[config.mk]
export PLATFORM = sky130hd
export DESIGN_NAME = bcm_led_driver
export DESIGN_NICKNAME = d
export VERILOG_FILES = /design/src/rtl/bcm_led_pkg.sv /design/src/rtl/bcm_plane_store.sv /design/src/rtl/bcm_phase_seq.sv /design/src/rtl/bcm_serial_out.sv /design/src/rtl/bcm_led_driver.sv
export SDC_FILE = /design/constraint.sdc
export NUM_CORES = 1
export LEC_CHECK = 0
export CORE_MARGIN = 3
export CORE_UTILIZATION = 35
export CTS_CLUSTER_DIAMETER = 200
export DETAILED_ROUTE_END_ITERATION = 10
export DONT_BUFFER_PORTS = 1
export PLACE_DENSITY = 0.61
export SKIP_LAST_GASP = 1
export SLEW_MARGIN = 20
export SYNTH_ARGS = -nofsm -noshare
export SYNTH_HDL_FRONTEND = slang
export SYNTH_SLANG_ARGS = --single-unit
[constraint.sdc]
create_clock -name clk -period 35.8 [get_ports clk]
set_clock_uncertainty 0.15 [all_clocks]
set_input_delay 10.74 -clock clk [delete_from_list [all_inputs] [get_ports clk]]
set_output_delay 10.74 -clock clk [all_outputs]
set_load 0.03 [all_outputs]
[src/rtl/bcm_led_pkg.sv]
package bcm_led_pkg;
  typedef enum logic {
    PH_DATA = 1'b0,
    PH_RST  = 1'b1
  } phase_t;
endpackage

[src/rtl/bcm_plane_store.sv]
module bcm_plane_store #(
  parameter int NCH   = 32,
  parameter int NBITS = 14,
  parameter int INW   = 16,
  parameter int AW    = 5,
  parameter int IW    = 4
) (
  input  logic             clk,
  input  logic             rst_n,
  input  logic             wr_en,
  input  logic [AW-1:0]    wr_addr,
  input  logic [INW-1:0]   wr_data,
  input  logic             load,
  input  logic [IW-1:0]    sel,
  output logic [NCH-1:0]   plane
);
  localparam int LSB = INW - NBITS;

  logic [NBITS-1:0] bri_q [NCH];
  logic [NCH-1:0]   pl_q  [NBITS];
  logic [NCH-1:0]   pl_d  [NBITS];
  logic             unused_low;

  assign unused_low = ^wr_data[LSB-1:0];

  for (genvar j = 0; j < NCH; j++) begin : g_chan
    logic we;
    assign we = wr_en && (wr_addr == AW'(j));
    always_ff @(posedge clk or negedge rst_n) begin
      if (!rst_n)  bri_q[j] <= '0;
      else if (we) bri_q[j] <= wr_data[INW-1:LSB];
    end
    for (genvar i = 0; i < NBITS; i++) begin : g_bit
      assign pl_d[i][j] = bri_q[j][i];
    end
  end

  for (genvar i = 0; i < NBITS; i++) begin : g_plane
    always_ff @(posedge clk or negedge rst_n) begin
      if (!rst_n)    pl_q[i] <= '0;
      else if (load) pl_q[i] <= pl_d[i];
    end
  end

  assign plane = pl_q[sel];
endmodule

[src/rtl/bcm_phase_seq.sv]
module bcm_phase_seq
  import bcm_led_pkg::*;
#(
  parameter int NBITS    = 14,
  parameter int FIX_CYC  = 68,
  parameter int RST_CYC  = 4,
  parameter int BASE_CYC = 1,
  parameter int CW       = 14,
  parameter int IW       = 4
) (
  input  logic          clk,
  input  logic          rst_n,
  output phase_t        ph,
  output logic [CW-1:0] cnt,
  output logic [IW-1:0] idx,
  output logic          load
);
  phase_t        ph_q, ph_d;
  logic [CW-1:0] cnt_q, cnt_d, phase_len;
  logic [IW-1:0] idx_q, idx_d;
  logic          last, adv, wrap;

  always_comb begin
    phase_len = CW'(FIX_CYC) + (CW'(BASE_CYC) << idx_q);
    if (ph_q == PH_DATA) last = (cnt_q == phase_len - CW'(1));
    else                 last = (cnt_q == CW'(RST_CYC - 1));
    cnt_d = last ? '0 : cnt_q + CW'(1);
    ph_d  = ph_q;
    if (last) ph_d = (ph_q == PH_DATA) ? PH_RST : PH_DATA;
    wrap  = (idx_q == IW'(NBITS - 1));
    adv   = last && (ph_q == PH_DATA);
    idx_d = wrap ? '0 : idx_q + IW'(1);
  end

  always_ff @(posedge clk or negedge rst_n) begin
    if (!rst_n) begin
      ph_q  <= PH_DATA;
      cnt_q <= '0;
      idx_q <= '0;
    end else begin
      ph_q  <= ph_d;
      cnt_q <= cnt_d;
      if (adv) idx_q <= idx_d;
    end
  end

  assign ph   = ph_q;
  assign cnt  = cnt_q;
  assign idx  = idx_q;
  assign load = adv && wrap;
endmodule

[src/rtl/bcm_serial_out.sv]
module bcm_serial_out
  import bcm_led_pkg::*;
#(
  parameter int NCH    = 32,
  parameter int STB_AT = 66,
  parameter int CW     = 14
) (
  input  phase_t         ph,
  input  logic [CW-1:0]  cnt,
  input  logic [NCH-1:0] word,
  output logic           sdo,
  output logic           sck,
  output logic           strobe,
  output logic           clr_n
);
  localparam int BW   = $clog2(NCH);
  localparam int HALF = NCH / 2;

  logic          shifting;
  logic [CW-1:0] half_cnt;
  logic [BW-1:0] bitn, chn;

  always_comb begin
    shifting = (ph == PH_DATA) && (cnt < CW'(2 * NCH));
    half_cnt = cnt >> 1;
    bitn     = half_cnt[BW-1:0];
    if (bitn < BW'(HALF)) chn = BW'(HALF - 1) - bitn;
    else                  chn = BW'(NCH - 1) - (bitn - BW'(HALF));
    sdo    = shifting && word[chn];
    sck    = shifting && cnt[0];
    strobe = (ph == PH_DATA) && (cnt == CW'(STB_AT));
    clr_n  = !((ph == PH_RST) && (cnt == '0));
  end
endmodule

[src/rtl/bcm_led_driver.sv]
module bcm_led_driver
  import bcm_led_pkg::*;
#(
  parameter int NCH      = 32,
  parameter int NBITS    = 14,
  parameter int INW      = 16,
  parameter int FIX_CYC  = 68,
  parameter int STB_AT   = 66,
  parameter int RST_CYC  = 4,
  parameter int BASE_CYC = 1
) (
  input  logic                   clk,
  input  logic                   rst_n,
  input  logic                   wr_en,
  input  logic [$clog2(NCH)-1:0] wr_addr,
  input  logic [INW-1:0]         wr_data,
  output logic                   sdo,
  output logic                   sck,
  output logic                   strobe,
  output logic                   clr_n
);
  localparam int AW     = $clog2(NCH);
  localparam int IW     = $clog2(NBITS);
  localparam int MAXLEN = FIX_CYC + (BASE_CYC << (NBITS - 1));
  localparam int CW     = $clog2(MAXLEN + 1);

  logic [1:0]     sync_q;
  logic           srst_n;
  phase_t         seq_ph;
  logic [CW-1:0]  seq_cnt;
  logic [IW-1:0]  seq_idx;
  logic           seq_load;
  logic [NCH-1:0] cur_plane;

  always_ff @(posedge clk or negedge rst_n) begin
    if (!rst_n) sync_q <= 2'b00;
    else        sync_q <= {sync_q[0], 1'b1};
  end
  assign srst_n = sync_q[1];

  bcm_phase_seq #(
    .NBITS(NBITS), .FIX_CYC(FIX_CYC), .RST_CYC(RST_CYC),
    .BASE_CYC(BASE_CYC), .CW(CW), .IW(IW)
  ) u_seq (
    .clk(clk), .rst_n(srst_n), .ph(seq_ph), .cnt(seq_cnt),
    .idx(seq_idx), .load(seq_load)
  );

  bcm_plane_store #(
    .NCH(NCH), .NBITS(NBITS), .INW(INW), .AW(AW), .IW(IW)
  ) u_store (
    .clk(clk), .rst_n(srst_n), .wr_en(wr_en), .wr_addr(wr_addr),
    .wr_data(wr_data), .load(seq_load), .sel(seq_idx), .plane(cur_plane)
  );

  bcm_serial_out #(
    .NCH(NCH), .STB_AT(STB_AT), .CW(CW)
  ) u_ser (
    .ph(seq_ph), .cnt(seq_cnt), .word(cur_plane),
    .sdo(sdo), .sck(sck), .strobe(strobe), .clr_n(clr_n)
  );
endmodule

After elaboration in Yosys (flattened, before gate mapping)
Cells that the tools add are included.
Word-level totals
  register bits: 917
  latch bits: 0
  RAM bits: 0
  ROM bits: 0
  input port bits: 24
  output and inout bits: 4
  memories: 0
Cells by class
  $add $sub $neg: 7
  $mul: 0
  divide/modulo/power cells: 0
  $lt $le $gt $ge: 4
  eq/ne operators: 35
  shift operators: 1
  multiplexer cells: 10
  bitwise logic cells: 2
  reductions and logical operators: 42
Operator list (number)
  32-bit binary-select mux with 4-bit select: 1
  5-bit == test (second input constant): 16
  32-bit 2-to-1 mux: 2
  5-bit by 4-bit == test with 1-bit output (second input constant): 8
  1-bit logical AND: 39
  5-bit by 3-bit == test with 1-bit output (second input constant): 4
  14-bit by 1-bit adder with 14-bit output (second input constant): 1
  8-bit by 14-bit adder with 14-bit output (first input constant): 1
  14-bit == test: 1
  14-bit by 2-bit == test with 1-bit output (second input constant): 1
  14-bit by 7-bit == test with 1-bit output (second input constant): 1
  14-bit logical NOT: 1
  14-bit by 7-bit less-than comparator with 1-bit output (second input constant): 1
  14-bit 2-to-1 mux: 1
  1-bit by 4-bit left shift with 14-bit output (first input constant): 1
  14-bit by 1-bit subtractor with 14-bit output (second input constant): 1
  5-bit by 2-bit == test with 1-bit output (second input constant): 2
  5-bit by 6-bit less-than comparator with 1-bit output (second input constant): 1
  1-bit binary-select mux with 5-bit select: 1
  5-bit by 1-bit == test with 1-bit output (second input constant): 1
  5-bit >= comparator (second input constant): 1
  5-bit logical NOT: 1
  5-bit less-than comparator (second input constant): 1
  5-bit 2-to-1 mux: 1
  10 further kinds: 12

Longest topological paths before layout
Gate-level depths: netlist of the first run.
  depth after elaboration: 7
  mapped depth: 17
  mapped depth without buffers: 10

Hierarchy
A second synthesis of the first run with hierarchy kept.
Unflattened totals
  cell total of the unflattened synthesis: 2500
  area, all modules: 38811.0 um^2
By module, submodules not included
  bcm_plane_store: times used 1, cells each 2280, area an instance 36749.0 um^2, sequential area each 22421.5 um^2
  bcm_phase_seq: times used 1, cells each 172, area an instance 1604.0 um^2, sequential area each 475.5 um^2
  bcm_serial_out: times used 1, cells each 45, area an instance 404.1 um^2, sequential area each 0.0 um^2
  bcm_led_driver: times used 1, cells each 3, area an instance 53.8 um^2, sequential area each 50.0 um^2

Least setup slack after synthesis of the first run
No wires, ideal clock.
  kind: register to output
  start: reg u_seq.idx_q[0], in the netlist u_seq.idx[0]
  end: out sdo
  arrival: 3.222 ns
  data required time: 24.910 ns
  path slack: 21.688 ns
  stages on the path, launching flop included: 14
  path buffers: 6
  path through: dfrtp_1 > buf_2 > buf_4 > buf_4 > buf_4 > buf_4 > buf_2 > mux2i_1 > o21ai_0 > o221ai_1 > o211ai_1 > o311a_1 > nor2_1 > a311oi_1
Between the ends
  word-level cells in the longest chain between the ends: 7
RTL lines
  from (decl): line bcm_phase_seq.sv:20  | logic [IW-1:0] idx_q, idx_d;
  from (signal assigned): line bcm_phase_seq.sv:43  | if (adv) idx_q <= idx_d;
  4-bit inverter with 5-bit output (not written as such): line bcm_plane_store.sv:45  | assign plane = pl_q[sel];
  32-bit binary-select mux with 4-bit select: line bcm_plane_store.sv:45
  32-bit 2-to-1 mux (not written as such) (2 in a row): line bcm_plane_store.sv:45
  1-bit binary-select mux with 5-bit select: line bcm_serial_out.sv:29  | sdo = shifting && word[chn];
  1-bit 2-to-1 mux (not written as such): line bcm_serial_out.sv:29
  1-bit logical AND: line bcm_serial_out.sv:29
  to (decl): line bcm_led_driver.sv:17  | output logic sdo,
No other way between the ends. The select of a mux whose other input is x is not followed.

Worst setup path after layout of the first run
Same ends and word-level chain as after synthesis.

==> results of run 1 <==
[cell families after synthesis]
kind of cell | synth area share (%)
muxes | 32.7
DFF | 59.2
buffers and inverters | 2.50
and+or+nand+nor | 2.70
AOI/OAI and AO/OA | 2.22
xor gates and xnor gates | 0.474
adders and majority gates | 0.194
other | 0.00967
[routing by layer]
metal | vias up | share of wire (%) | GRT usage [%]
met3 | 112 | 5.0 | 2.45
met2 | 442 | 47 | 25.3
li1 | 9022 | - | -
met4 | 0 | 2.3 | 4.63
met1 | 11400 | 45 | 21.8
met5 | - | 0 | 0
[synthesized netlist by cell type, types with 6 or more instances]
library cell	count
inv_1	13
ha_1	6
mux4_2	93
mux2i_1	42
dfrtp_1	917
nand2b_1	13
buf_2	16
mux2_1	420
o221ai_1	6
nand3_1	12
nor4_1	6
o21ai_0	30
nor2b_1	12
nand2_1	38
nor3_1	14
clkbuf_1	98
nand4_1	8
a21oi_1	17
nor2_1	55
nor3b_1	6
or3_1	6
buf_4	52
buf_1	21
a221oi_1	8
xnor2_1	9
a22oi_1	7
mux2_2	483
xor2_1	12
[path summary, 6_finish.rpt]
check,from,to,slack [ns],cells past startpoint
max in group asynchronous,rst_n,sync_q[1],25.78,0
max,u_seq.idx[0],sdo,19.49,8
max reg2reg,u_seq.idx[0],u_store.pl_q[283],28.82,14
min reg2reg,sync_q[0],sync_q[1],0.21,0
min,sync_q[0],sync_q[1],0.21,0
min in group asynchronous,sync_q[1],u_store.bri_q[316],0.34,0
[cell usage in the layout, fill, tap and decap left out, types with 17 or more instances in the layout]
| cell type | count |
|---|---|
| a21oi_1 | 17 |
| buf_4 | 31 |
| clkbuf_1 | 18 |
| clkbuf_16 | 98 |
| clkbuf_8 | 22 |
| clkinv_2 | 23 |
| dfrtp_1 | 913 |
| mux2_1 | 420 |
| mux2_2 | 483 |
| mux2i_1 | 42 |
| mux4_2 | 93 |
| nand2_1 | 38 |
| nor2_1 | 52 |
| o21ai_0 | 30 |
[per-stage QoR]
stage / area [sq um] / utilization [%]
floorplan: 38800 / -
global placement: 40100 / 36.6
detailed placement: 40100 / 36.7
CTS: 43400 / 39.6
global route: 43400 / 39.7
finish: 43400 / 39.7
[report_power, final]
| group | internal [mW] | total [mW] | switching (mW) |
|---|---|---|---|
| Combinational | 0.0746 | 0.120 | 0.0458 |
| Sequential | 1.14 | 1.18 | 0.0488 |
| Clock | 0.599 | 1.01 | 0.409 |
[cell type report]
class	count	share of cell area, %
antenna	2	0.0115
clock buffer	138	6.50
clock inverter	40	0.991
inverter	14	0.121
multi-input combinational	1387	34.4
sequential	917	52.9
tap	1476	4.25
timing repair buffer	40	0.887
[registers in the layout (all words and copies together), names as in the netlist]
signal,count
u_store.bri_q,448
sync_q,2
u_seq.idx,4
u_seq.cnt,14
u_seq.ph,1
u_store.pl_q,448
==> run metrics, run 1 <==
gr ovfl total=0; Core ar.=~110,000 sq um; Final nets=about 2,500; CTS tree=yes; I/O pin cnt=28; post-synth top area cell=dfrtp_1; 1st-iter DRT viols=1,355; Critical Path AT=5.42 ns; worst skew pair latency=between 0.6 and 0.7 ns; Yosys reg bits=roughly 900; power density over the cells=between 50 and 60 nW/um^2; RSZ-0062 raised after global routing=no; Final Hold Fails=0; DR pass1 iterations=5; cts repair resizes=0; average size of a mapped cell=approximately 15 sq um; Critical Path Source Type=register; sequential fraction of the synthesis area=59.2%; Max-slew headroom=around 29%; CTS sink cnt=a little over 900; cells along the critical path=buf_12 > mux4_2 > nor2_1 > a2111oi_0 > a311oi_1 > or4_1 > a311oi_2 > buf_4; CP max stage delay=approximately 1.1 ns; vias in the first global route=23,000; cell area after synthesis=around 39,000 sq um; IO buf count=0; remaining antenna violation count after routing=0; VDD IR max=approximately 0.034 mV; YS warnings=0; Leak=20.6 nW; hold slack=approximately 0.21 ns; TritonCTS Buffers=97; Die Ht=about 340 um; area share of the leading cell type in the synthesized netlist=59.2%; wire length per cell=approximately 22 um; chip width=approximately 340 um; part of the cycle the worst path needs=45.6%; clk root buf=clkbuf_16; Post-Route Setup TNS=0 ns; Tmin final=between 15 and 20 ns; Synth area leaders=dfrtp_1 59%, mux2_2 14%, mux2_1 12%; Hold Path Class=reg2reg; first-pass GRT wire length=roughly 140,000 um; slowest CP cell=dfrtp_4; Initial Util=between 30% and 40%; fmax=slightly above 60 MHz; Register Area=23,000 sq um; final WL=between 80,000 and 90,000 um; via count=~21,000; Post-Syn Nets=approximately 2,500; full die area=roughly 110,000 sq um; post-synthesis instance total=~2,500; crit path buf inv count=2; Distinct cells, synth=70; CTS Buffer Depth=3; GR Util All Layers=15.7%; Crit path max-delay family=compound AO/OA/AOI/OAI gates; Area Overhead vs Synth=12.0%; layout cells sized above 1=31.5%; Worst setup EP type=output port; number of fill cells=9,999; Synth async-reset ratio=100%; Synth Flop Type=dfrtp_1; HPWL Detailed=about 50,000 um; antenna violations before repair=7; CTS Hold Bufs=0; H-tree levels=3; RePlAce Congestion=a little under 0.8; status=finished clean; Placed Cells=around 3,800; # Post-CTS Setup Buffers=0; Max Cap Violations=0; DR vias/cell=around 5.2; crit-path max FO=93; fin worst setup slack=around 19 ns; DR DRC count=0; worst path required time=roughly 25 ns; Setup Crit Path Kind=reg2out; non-filler instance count after layout=4,014; area of the multi-input gates=14,900 sq um; Final setup violation count=0; number of enable flip-flop cells after synthesis=0; Clock transition at path regs=0.06 ns; worst slack, placed=between 20 and 25 ns; maximum number of pins on one net before global-route repair=about 180; Slew @ Worst Pin=about 1.1 ns; FP Rows=about 120; final slew viol count=0; Power Total=around 2.3 mW
(Power assumes the default switching activity.)
==> run 2: changes to the inputs <==
Clock period 35.8 ns to 17 ns, I/O delays scaled along.
==> run metrics, run 2 (synthesis gave the netlist of run 1 again) <==
status=finished clean; most common cell after layout, fill and taps aside=dfrtp_1; cts repair resizes=0; HPWL Detailed=51,500 um; antenna violations before repair=6; CTS Buffer Depth=3; final WL=90,300 um; IO buf count=0; Final setup violation count=0; TritonCTS Buffers=between 90 and 100; Slew @ Worst Pin=~1.3 ns; Critical Path Source Type=register; vias in the first global route=between 20,000 and 25,000; worst skew pair latency=0.65 ns; Final nets=between 2,000 and 2,500; power density over the cells=between 100 and 150 nW/um^2; DR DRC count=0; clk root buf=clkbuf_16; part of the cycle the worst path needs=a little over three fifths; FP Rows=121; via count=around 21,000; worst path required time=about 12 ns; Setup Crit Path Kind=reg2out; Initial Util=between 30% and 40%; Worst setup EP type=output port; wire length per cell=around 22 um; H-tree levels=3; GR Util All Layers=between 10% and 20%; 1st-iter DRT viols=approximately 1,300; hold slack=about 0.20 ns; Hold Path Class=reg2reg; I/O pin cnt=28; final instance area=between 40,000 and 50,000 sq um; Max-slew headroom=15.6%; first-pass GRT wire length=between 100,000 and 150,000 um; Area Overhead vs Synth=11.8%; full die area=115,000 sq um; CTS tree=yes; Post-Route Setup TNS=0 ns; non-filler instance count after layout=roughly 4,000; RSZ-0062 raised after global routing=no; Tmin final=10.64 ns; crit-path max FO=34; DR pass1 iterations=5; Critical Path AT=5.39 ns; maximum number of pins on one net before global-route repair=roughly 190; Power Total=4.86 mW; final slew viol count=0; CTS sink cnt=917; Die Ht=339 um; Core ar.=109,000 sq um; layout cells sized above 1=between 30% and 40%; RePlAce Congestion=0.805; most frequent cells in the layout=913 x dfrtp_1, 483 x mux2_2, 420 x mux2_1; number of fill cells=slightly below 10,000; Placed Cells=~3,800; Max Cap Violations=0; fin worst setup slack=about 6.4 ns; Clock transition at path regs=~0.06 ns; Final Hold Fails=0; # Post-CTS Setup Buffers=0; remaining antenna violation count after routing=0; fmax=about 94 MHz; chip width=339 um; DR vias/cell=5.24; worst slack, placed=about 7 ns; VDD IR max=slightly above 0.08 mV; total placed instance area=between 40,000 and 50,000 sq um; final core occ=39.6%; Leak=20.5 nW; CTS Hold Bufs=0; gr ovfl total=0
run 2: cell type report:
type,count,area [sq um],share of cell area (%)
Timing Repair Buffer,41,348,0.802
Clock buffer,145,2880,6.64
Clock inverter,33,338,0.779
Multi-Input combinational cell,1387,14900,34.4
Tap cell,1476,1850,4.26
Inverter,14,52.6,0.121
Antenna cell,1,2.50,0.00577
Sequential cell,917,23000,52.9
run 2: worst paths after layout:
kind	slack (ns)	cells past startpoint	start	end
max	6.36	9	u_seq.idx[1]	sdo
min	0.20	0	sync_q[0]	sync_q[1]
max reg2reg	10.21	14	u_seq.idx[0]	u_store.pl_q[355]
min reg2reg	0.20	0	sync_q[0]	sync_q[1]
max in group asynchronous	12.61	0	rst_n	sync_q[1]
min in group asynchronous	0.23	0	sync_q[1]	u_store.bri_q[412]
run 2: routing by layer:
layer  GRT usage (%)  wire [um]
met1            21.7      41400
met4            4.46       2060
met5               0          0
met3            2.76       4220
met2            25.7      42600
run 2: worst max-delay path, stage by stage (launching register included):
cell and delay (ns):
dfrtp_4 0.72, buf_4 0.45, and3b_1 0.94, a221o_1 0.32
o221a_2 0.20, a2111oi_0 0.09, o311ai_0 0.83, a221oi_1 0.20
a311oi_2 0.70, buf_4 0.28
run 2: where the power goes:
part,switching [mW],internal (mW)
Sequential,0.101,2.39
Combinational,0.0965,0.157
Clock,0.852,1.26
==> run 3: changes to the inputs <==
Settings changed: PLACE_DENSITY 0.61 to 0.63.
Clock period 17 ns to 9.75 ns, I/O delays scaled along.
==> run metrics, run 3 (synthesis gave the netlist of run 1 again) <==
status=finished clean; Tmin final=approximately 7.8 ns; Setup Crit Path Kind=reg2out; number of fill cells=approximately 10,000; chip width=339 um; RePlAce Congestion=0.833; H-tree levels=3; Final nets=around 2,500; GR peak layer=met2; Max Cap Violations=0; RSZ-0062 raised after global routing=no; crit-path max FO=48; crit path buf inv count=3; critical path depth in cells=9; CTS Hold Bufs=0; 1st-iter DRT viols=between 1,000 and 1,500; power density over the cells=between 150 and 200 nW/um^2; met2 usage=between 20% and 30%; Leak=20.5 nW; Final setup violation count=0; Register Area=~23,000 sq um; Hold Path Class=reg2reg; Initial Util=a little over a third; Max-slew headroom=26.7%; I/O pin cnt=28; gr ovfl total=0; clk root buf=clkbuf_16; remaining antenna violation count after routing=0; # Post-CTS Setup Buffers=0; full die area=115,000 sq um; Slew @ Worst Pin=approximately 1.1 ns; R2R cell count=12; cells along the critical path=buf_12 > mux4_2 > inv_1 > a21boi_0 > a2111oi_0 > o311ai_0 > a221oi_1 > a311oi_1 > buf_4; Core ar.=109,000 sq um; area of the multi-input gates=14,900 sq um; HPWL Detailed=between 50,000 and 60,000 um; final core occ=39.7%; DR DRC count=0; antenna violations before repair=7; CTS sink cnt=917; fmax=128 MHz; layout cells sized above 1=~31%; Die Ht=between 300 and 400 um; Crit path max-delay family=compound AO/OA/AOI/OAI gates; wire length per cell=about 22 um; worst skew pair latency=about 0.65 ns; IO buf count=0; cts repair resizes=0; most common cell after layout, fill and taps aside=dfrtp_1; DR pass1 iterations=5; Clock transition at path regs=roughly 0.06 ns; maximum number of pins on one net before global-route repair=201; VDD IR max=about 0.14 mV; CTS Buffer Depth=3; final slew viol count=0; GR Util All Layers=around 16%; most frequent cells in the layout=913 x dfrtp_1, 483 x mux2_2, 420 x mux2_1; Critical Path AT=4.74 ns; part of the cycle the worst path needs=80.2%; final WL=a little under 90,000 um; first-pass GRT wire length=roughly 140,000 um; FP Rows=~120; DR vias/cell=roughly 5.2; via count=21,000; vias in the first global route=approximately 23,000; Worst setup EP type=output port; Post-Route Setup TNS=0 ns; worst path required time=approximately 6.7 ns; CP max stage delay=around 1.1 ns; CTS tree=yes; slowest CP cell=dfrtp_4; TritonCTS Buffers=between 90 and 100; met1 global-route usage=between 20% and 30%; M3 GR Usage=3.16%; Final Hold Fails=0; hold path depth=0; Critical Path Source Type=register; Area Overhead vs Synth=11.9%
## run 3: layout make-up
type / instances / share of cell area, %
flip-flops and latches: 917 / 52.9
inverters: 14 / 0.121
diodes: 1 / 0.00577
clock inverters: 28 / 0.980
repair buffers: 39 / 0.980
well taps: 1476 / 4.25
clock buffers: 142 / 6.39
multi-input cells: 1387 / 34.4
## run 3: worst paths after layout
kind                                    from                 end  slack [ns]
worst min register to register     sync_q[0]           sync_q[1]        0.20
worst min-delay path               sync_q[0]           sync_q[1]        0.20
max in group asynchronous          sync_q[1]  u_store.bri_q[259]        6.78
worst max register to register  u_seq.idx[0]   u_store.pl_q[278]        4.17
min in group asynchronous          sync_q[1]  u_store.bri_q[315]        0.28
worst max-delay path            u_seq.idx[0]                 sdo        1.93
## run 3: power by group
part           switching [mW]  total (mW)  internal, mW
Combinational           0.168       0.443         0.275
Clock                    1.46        3.69          2.23
Sequential              0.175        4.34          4.17
Total                    1.80        8.47          6.67
## run 3: through the flow
stage | cells | cell area [sq um] | hold slack, ns | setup WS [ns] | power [mW]
6_report | 4004 | 43400 | 0.198 | 1.93 | 8.47
5_1_grt | 4003 | 43400 | 0.207 | 1.63 | 8.83
4_1_cts | 4002 | 43400 | 0.201 | 1.84 | 8.58
3_5_place_dp | 3832 | 40200 | 0.188 | 2.56 | 4.87
3_3_place_gp | 3832 | 40200 | 0.184 | 2.52 | 4.80
2_1_floorplan | 2505 | 38800 | 0.181 | 0.787 | 4.75
## run 3: metal layers
layer / share of wire [%] / up-vias / wire length [um]
li1: - / 8980 / -
met2: 48 / 475 / 42500
met5: 0.015 / - / 13
met3: 5.5 / 158 / 4910
met4: 2.6 / 2 / 2310
met1: 44 / 11400 / 38700
